===== src/rtl/instr_seq_pkg.sv =====
package instr_seq_pkg;
  localparam int OP_W   = 2;
  localparam int SRC_W  = 2;
  localparam int RES_W  = 3;

  typedef enum logic {
    ST_FETCH = 1'b0,
    ST_EXEC  = 1'b1
  } seqState_t;

  // strobes from the controller to the opcode register
  typedef struct packed {
    logic loadOp;
  } ctrlStrobe_t;

  // source select codes
  localparam logic [SRC_W-1:0] SRC_BUS  = 2'b00;
  localparam logic [SRC_W-1:0] SRC_A    = 2'b01;
  localparam logic [SRC_W-1:0] SRC_B    = 2'b10;
  localparam logic [SRC_W-1:0] SRC_RES  = 2'b11;

  // result select codes
  localparam logic [RES_W-1:0] RES_PASSA = 3'b011;
  localparam logic [RES_W-1:0] RES_SHL   = 3'b110;
  localparam logic [RES_W-1:0] RES_SUM   = 3'b111;

  // opcodes
  localparam logic [OP_W-1:0] OP_COPYB = 2'b00;
  localparam logic [OP_W-1:0] OP_LOADA = 2'b01;
  localparam logic [OP_W-1:0] OP_SHLA  = 2'b10;
  localparam logic [OP_W-1:0] OP_ADDA  = 2'b11;
endpackage


===== src/rtl/opcode_reg.sv =====
module opcode_reg
  import instr_seq_pkg::*;
#(
  parameter int WIDTH = OP_W
) (
  input  logic             clk,
  input  logic             rst,
  input  ctrlStrobe_t      strobe,
  input  logic [WIDTH-1:0] busIn,
  output logic [WIDTH-1:0] opCode
);
  always_ff @(posedge clk) begin
    if (rst) begin
      opCode <= '0;
    end else if (strobe.loadOp) begin
      opCode <= busIn;
    end
  end
endmodule


===== src/rtl/seq_ctrl.sv =====
module seq_ctrl
  import instr_seq_pkg::*;
(
  input  logic             clk,
  input  logic             rst,
  input  logic [OP_W-1:0]  opCode,
  output ctrlStrobe_t      strobe,
  output logic [SRC_W-1:0] aSel,
  output logic [SRC_W-1:0] bSel,
  output logic [RES_W-1:0] outSel
);
  seqState_t curState, nxtState;

  always_ff @(posedge clk) begin
    if (rst) curState <= ST_FETCH;
    else     curState <= nxtState;
  end

  always_comb begin
    nxtState = (curState == ST_FETCH) ? ST_EXEC : ST_FETCH;
  end

  always_comb begin
    strobe.loadOp = 1'b0;
    aSel          = SRC_A;
    bSel          = SRC_B;
    outSel        = RES_PASSA;
    if (curState == ST_FETCH) begin
      strobe.loadOp = 1'b1;
    end else begin
      unique case (opCode)
        OP_COPYB: bSel = SRC_A;
        OP_LOADA: aSel = SRC_BUS;
        OP_SHLA: begin
          aSel   = SRC_RES;
          outSel = RES_SHL;
        end
        OP_ADDA: begin
          aSel   = SRC_RES;
          outSel = RES_SUM;
        end
        default: ;
      endcase
    end
  end
endmodule


===== src/rtl/instr_sequencer.sv =====
module instr_sequencer
  import instr_seq_pkg::*;
(
  input  logic             clk,
  input  logic             rst,
  input  logic [OP_W-1:0]  opIn,
  output logic             opLoad,
  output logic [SRC_W-1:0] aSel,
  output logic [SRC_W-1:0] bSel,
  output logic [RES_W-1:0] outSel
);
  ctrlStrobe_t           strobe;
  logic [OP_W-1:0]       opCode;

  opcode_reg #(.WIDTH(OP_W)) u_opReg (
    .clk    (clk),
    .rst    (rst),
    .strobe (strobe),
    .busIn  (opIn),
    .opCode (opCode)
  );

  seq_ctrl u_ctrl (
    .clk    (clk),
    .rst    (rst),
    .opCode (opCode),
    .strobe (strobe),
    .aSel   (aSel),
    .bSel   (bSel),
    .outSel (outSel)
  );

  assign opLoad = strobe.loadOp;
endmodule


===== config.mk =====
export PLATFORM = sky130hd
export DESIGN_NAME = instr_sequencer
export DESIGN_NICKNAME = d
export VERILOG_FILES = /design/src/rtl/instr_seq_pkg.sv /design/src/rtl/opcode_reg.sv /design/src/rtl/seq_ctrl.sv /design/src/rtl/instr_sequencer.sv
export SDC_FILE = /design/constraint.sdc
export NUM_CORES = 1
export LEC_CHECK = 0
export ABC_AREA = 1
export BUFFER_PORTS_ARGS = -buffer_cell sky130_fd_sc_hd__clkbuf_2
export CAP_MARGIN = 20
export CORE_AREA = 5 5 42 44
export CTS_CLUSTER_SIZE = 8
export DETAILED_ROUTE_END_ITERATION = 12
export DIE_AREA = 0 0 47 49
export PLACE_DENSITY = 0.3
export RECOVER_POWER = 50
export SYNTH_ARGS = -nofsm -noshare
export SYNTH_HDL_FRONTEND = slang
export SYNTH_SLANG_ARGS = --single-unit

===== constraint.sdc =====
create_clock -name clk -period 2.13 [get_ports clk]
set_input_delay 0.213 -clock clk [delete_from_list [all_inputs] [get_ports clk]]
set_output_delay 0.213 -clock clk [all_outputs]
set_load 0.1 [all_outputs]

Word-level counts from Yosys, hierarchy flattened
Cells that the tools add are included.
Operators by class
  equal/unequal tests: 3
  mux-type cells: 7
  reduce and logical (&&, ||, !) cells: 2
Operators with widths (number)
  $mux 2: 3
  $pmux 3 s2: 1
  $eq 2x2->1 const B: 2
  $pmux 2 s2: 1
  $mux 3: 1
  $eq 2x1->1 const B: 1
  $logic_not 2->1: 1
  $reduce_or 2->1: 1
  $mux 1: 1
Word-level totals
  input port bits: 4
  register bits after elaboration: 3

Logic depth before layout (Yosys ltp)
  depth in word-level cells: 4
  depth in mapped cells: 3
  gate-level depth less buffers: 3

Hierarchy
Synthesis repeated with hierarchy kept, for this count alone.
Second synthesis, totals
  cells, all modules: 28
  area, all modules: 166.4 µm²
Modules (own cells, without submodules)
  seq_ctrl: cells each 15, area each 85.1 µm², times used 1, seq. area each 20.0 µm²
  opcode_reg: cells each 13, area each 81.3 µm², times used 1, seq. area each 40.0 µm²

Worst setup path before layout
Ideal clock, no wire load.
  kind: register -> output
  start point: register u_ctrl.curState
  end point: output port bSel[0]
  arrival time: 2189 ps
  setup slack: -272 ps
  stages on the path, launching flop included: 3
  data required time: 1917 ps
  path through: dfxtp_1 -> nand3_1 -> inv_1
On the way
  longest elaborated chain between the ends: 1
RTL lines
  start, declared: RTL line seq_ctrl.sv:12  | seqState_t curState, nxtState;
  start signal, assigned: RTL line seq_ctrl.sv:16  | else curState <= nxtState;
  $mux 2: RTL line seq_ctrl.sv:28  | if (curState == ST_FETCH) begin
  end, declared: RTL line instr_sequencer.sv:9  | output logic [SRC_W-1:0] bSel,
Every way passes these cells.

Worst setup path after layout
  start point: register u_opReg.opCode[1]
  end point: output port aSel[0]
On the way
  longest elaborated chain between the ends: 4
RTL lines
  start, declared: RTL line opcode_reg.sv:10  | output logic [WIDTH-1:0] opCode
  start signal, assigned: RTL line opcode_reg.sv:16  | opCode <= busIn;
  $eq 2x2->1: RTL line seq_ctrl.sv:31  | unique case (opCode)
  $reduce_or 2->1 (no source line)
  $pmux 2 s2 (*): RTL line seq_ctrl.sv:31
  $mux 2 (*): RTL line seq_ctrl.sv:28
  end, declared: RTL line instr_sequencer.sv:8  | output logic [SRC_W-1:0] aSel,
Every way passes the cells marked *; elsewhere a longest branch is shown, timed or not.

==> results_dict.tcl <==
set metrics [dict create \
    fin_ws_ns 0.340 \
    grt_first_pass_wirelength_um 579 \
    reg2reg_slack_ns 1.35 \
    postCtsSetupRepairBufs 0 \
    crit_path_start_kind "flip-flop" \
    reg2reg_to "u_opReg.opCode[1]" \
    track_usage_pct 3.73 \
    ys_ff_latch 3 \
    nFillCells 170 \
    cts-root-buf "clkbuf_4" \
    num_antenna_cells 0 \
    wl_met2_um 150 \
    drt-met1-wl_um 187 \
    relSlewSlack_pct 22.4 \
    clock-sinks 3 \
    max_freq_ghz 0.559 \
    start_util_pct 10.7 \
    min_period_ns 1.79 \
    cts_buffer_depth 2 \
    routabilityCongestion 0.668 \
    final-max-slew-violation-count 0 \
    antenna_found_initial 0 \
    hold_buffers 0 \
    drive_above_1_share_pct 37.1 \
    drc_errors 0 \
    crit_path_start "u_opReg.opCode[1]" \
    ys_types 7 \
    wl_per_cell_um 7.76 \
    num_rows 14 \
    coreArea_sq_mm 0.00140 \
    fin_crit_sh_pct 84.1 \
    nets 40 \
    peakVddDrop_mv 0.210 \
    synthToLayoutAreaGrowth_pct 56.7 \
    synth_fp_nets 27 \
    path_clk_slew_ns 0.04 \
    syn-mean-instance-area_sq_um 6.53 \
    clkLatencyLatePin_ns 0.23 \
    ios 12 \
    cts_resized 0 \
    syn_inst 23 \
    hold_viol 0 \
    io_buffers 10 \
    hold_path.class "in2reg" \
    hp-start "opIn[0]" \
    grt_pass1_vias 150 \
    cap_viol_max_count 0 \
    grt_max_degree 8 \
    worst-endpoint-arrival_ns 1.58 \
    num_vias 165 \
    critPathCaptureType "primary output" \
    setup_viol 0 \
    outcome "completed" \
    power_density_mw_per_mm2 1040 \
    leakagePower_nw 0.126 \
    cts_made_buffers 3 \
    fin_util_pct 16.8 \
    grt-ovfl-total 0 \
    top_layer "met3" \
    post-place-ws_ns 0.778 \
    critPathKind "reg2out" \
    syn_area_sq_um 150 \
    ctsHtreeMaxLevel 1 \
    wl_met3_um 58 \
    vias_per_cell 3.24 \
    yosysWarningCount 0 \
    ff2ff_path_depth 3 \
    die_h_um 49 \
    seq_area_frac_synth_pct 40.0 \
    wl_um 396 \
    crit_end "aSel[0]" \
    die_area_sq_mm 0.00230 \
    drt-initial-drc-count 1 \
    worstPathMaxFanout 3 \
    tightest_slew_ns 1.17 \
    die_w_um 47 \
    cp.required_ns 1.92 \
    grt_setup_unrepaired "false" \
    firstDrtPassIters 2 \
    skew_ns 0.00402 \
    cts_tree "yes" \
    power.total_w 0.000245 \
    r2r_start "u_ctrl.curState" \
    final_antenna_net_count 0 \
]
## worst max-delay path: stages (launching register included)
cell	delay, ns
dfxtp_1	0.34
inv_1	0.07
nand3_1	0.07
clkbuf_1	0.86
## registers in the layout, summed over array words and instances, names as in the netlist
signal           cells
u_opReg.opCode       2
u_ctrl.curState      1
## worst min-delay path by stage
stage	to	depth (start not counted)
floorplan	u_ctrl.curState	1
global placement	u_opReg.opCode[1]	3
detailed placement	u_opReg.opCode[0]	3
CTS	u_opReg.opCode[0]	3
global route	u_opReg.opCode[0]	3
finish	u_opReg.opCode[0]	3
## cell families after synthesis
family	after synthesis	synth area share, %
and+or+nand+nor	11	32.5
buffers and inverters	8	25.0
DFF	3	40.0
other	1	2.50
## power breakdown
| group | switching [W] | internal (W) | total [W] |
|---|---|---|---|
| clock network | 0.0000289 | 0.0000702 | 0.0000991 |
| registers | 0.00000460 | 0.0000606 | 0.0000652 |
| logic | 0.0000709 | 0.00000976 | 0.0000806 |
## Yosys cell counts
cell	n	share of area, %
buf_4	2	10
conb_1	1	2.5
dfxtp_1	3	40
inv_1	6	15
nand2_1	6	15
nand3_1	4	13
nor2_2	1	4.2
## cell usage in the layout, fill, tap and decap left out
| cell | n |
|---|---|
| clkbuf_1 | 3 |
| clkbuf_2 | 8 |
| clkbuf_4 | 3 |
| clkinvlp_4 | 1 |
| conb_1 | 1 |
| dfxtp_1 | 3 |
| inv_1 | 5 |
| nand2_1 | 6 |
| nand3_1 | 3 |
| nand3_2 | 1 |
| nor2_1 | 1 |
## layout make-up
cell class                 count  area, sq um  share of cell area, %
tap                           16         20.0                   8.51
timing repair buffer          10         47.5                   20.2
inverter                       6         26.3                   11.2
sequential                     3         60.1                   25.5
clock buffer                   4         26.3                   11.2
multi-input combinational     12         55.1                   23.4
## stage by stage
| step | cell area, sq um | hold WS, ns | setup TNS [ns] | cells |
|---|---|---|---|---|
| 2_1_floorplan | 159 | 0.286 | -0.00303 | 23 |
| 5_1_grt | 235 | 0.191 | 0 | 51 |
| 3_5_place_dp | 214 | 0.404 | 0 | 47 |
| 4_1_cts | 240 | 0.160 | 0 | 51 |
| 3_3_place_gp | 214 | 0.403 | 0 | 47 |
| 6_report | 235 | 0.167 | 0 | 51 |
## layer usage
metal / up-vias / global-route usage (%)
li1: 88 / -
met1: 66 / 3.95
met2: 11 / 4.52
met3: 0 / 2.21
met4: 0 / 4.15
met5: - / 0
(Power assumes the default switching activity.)
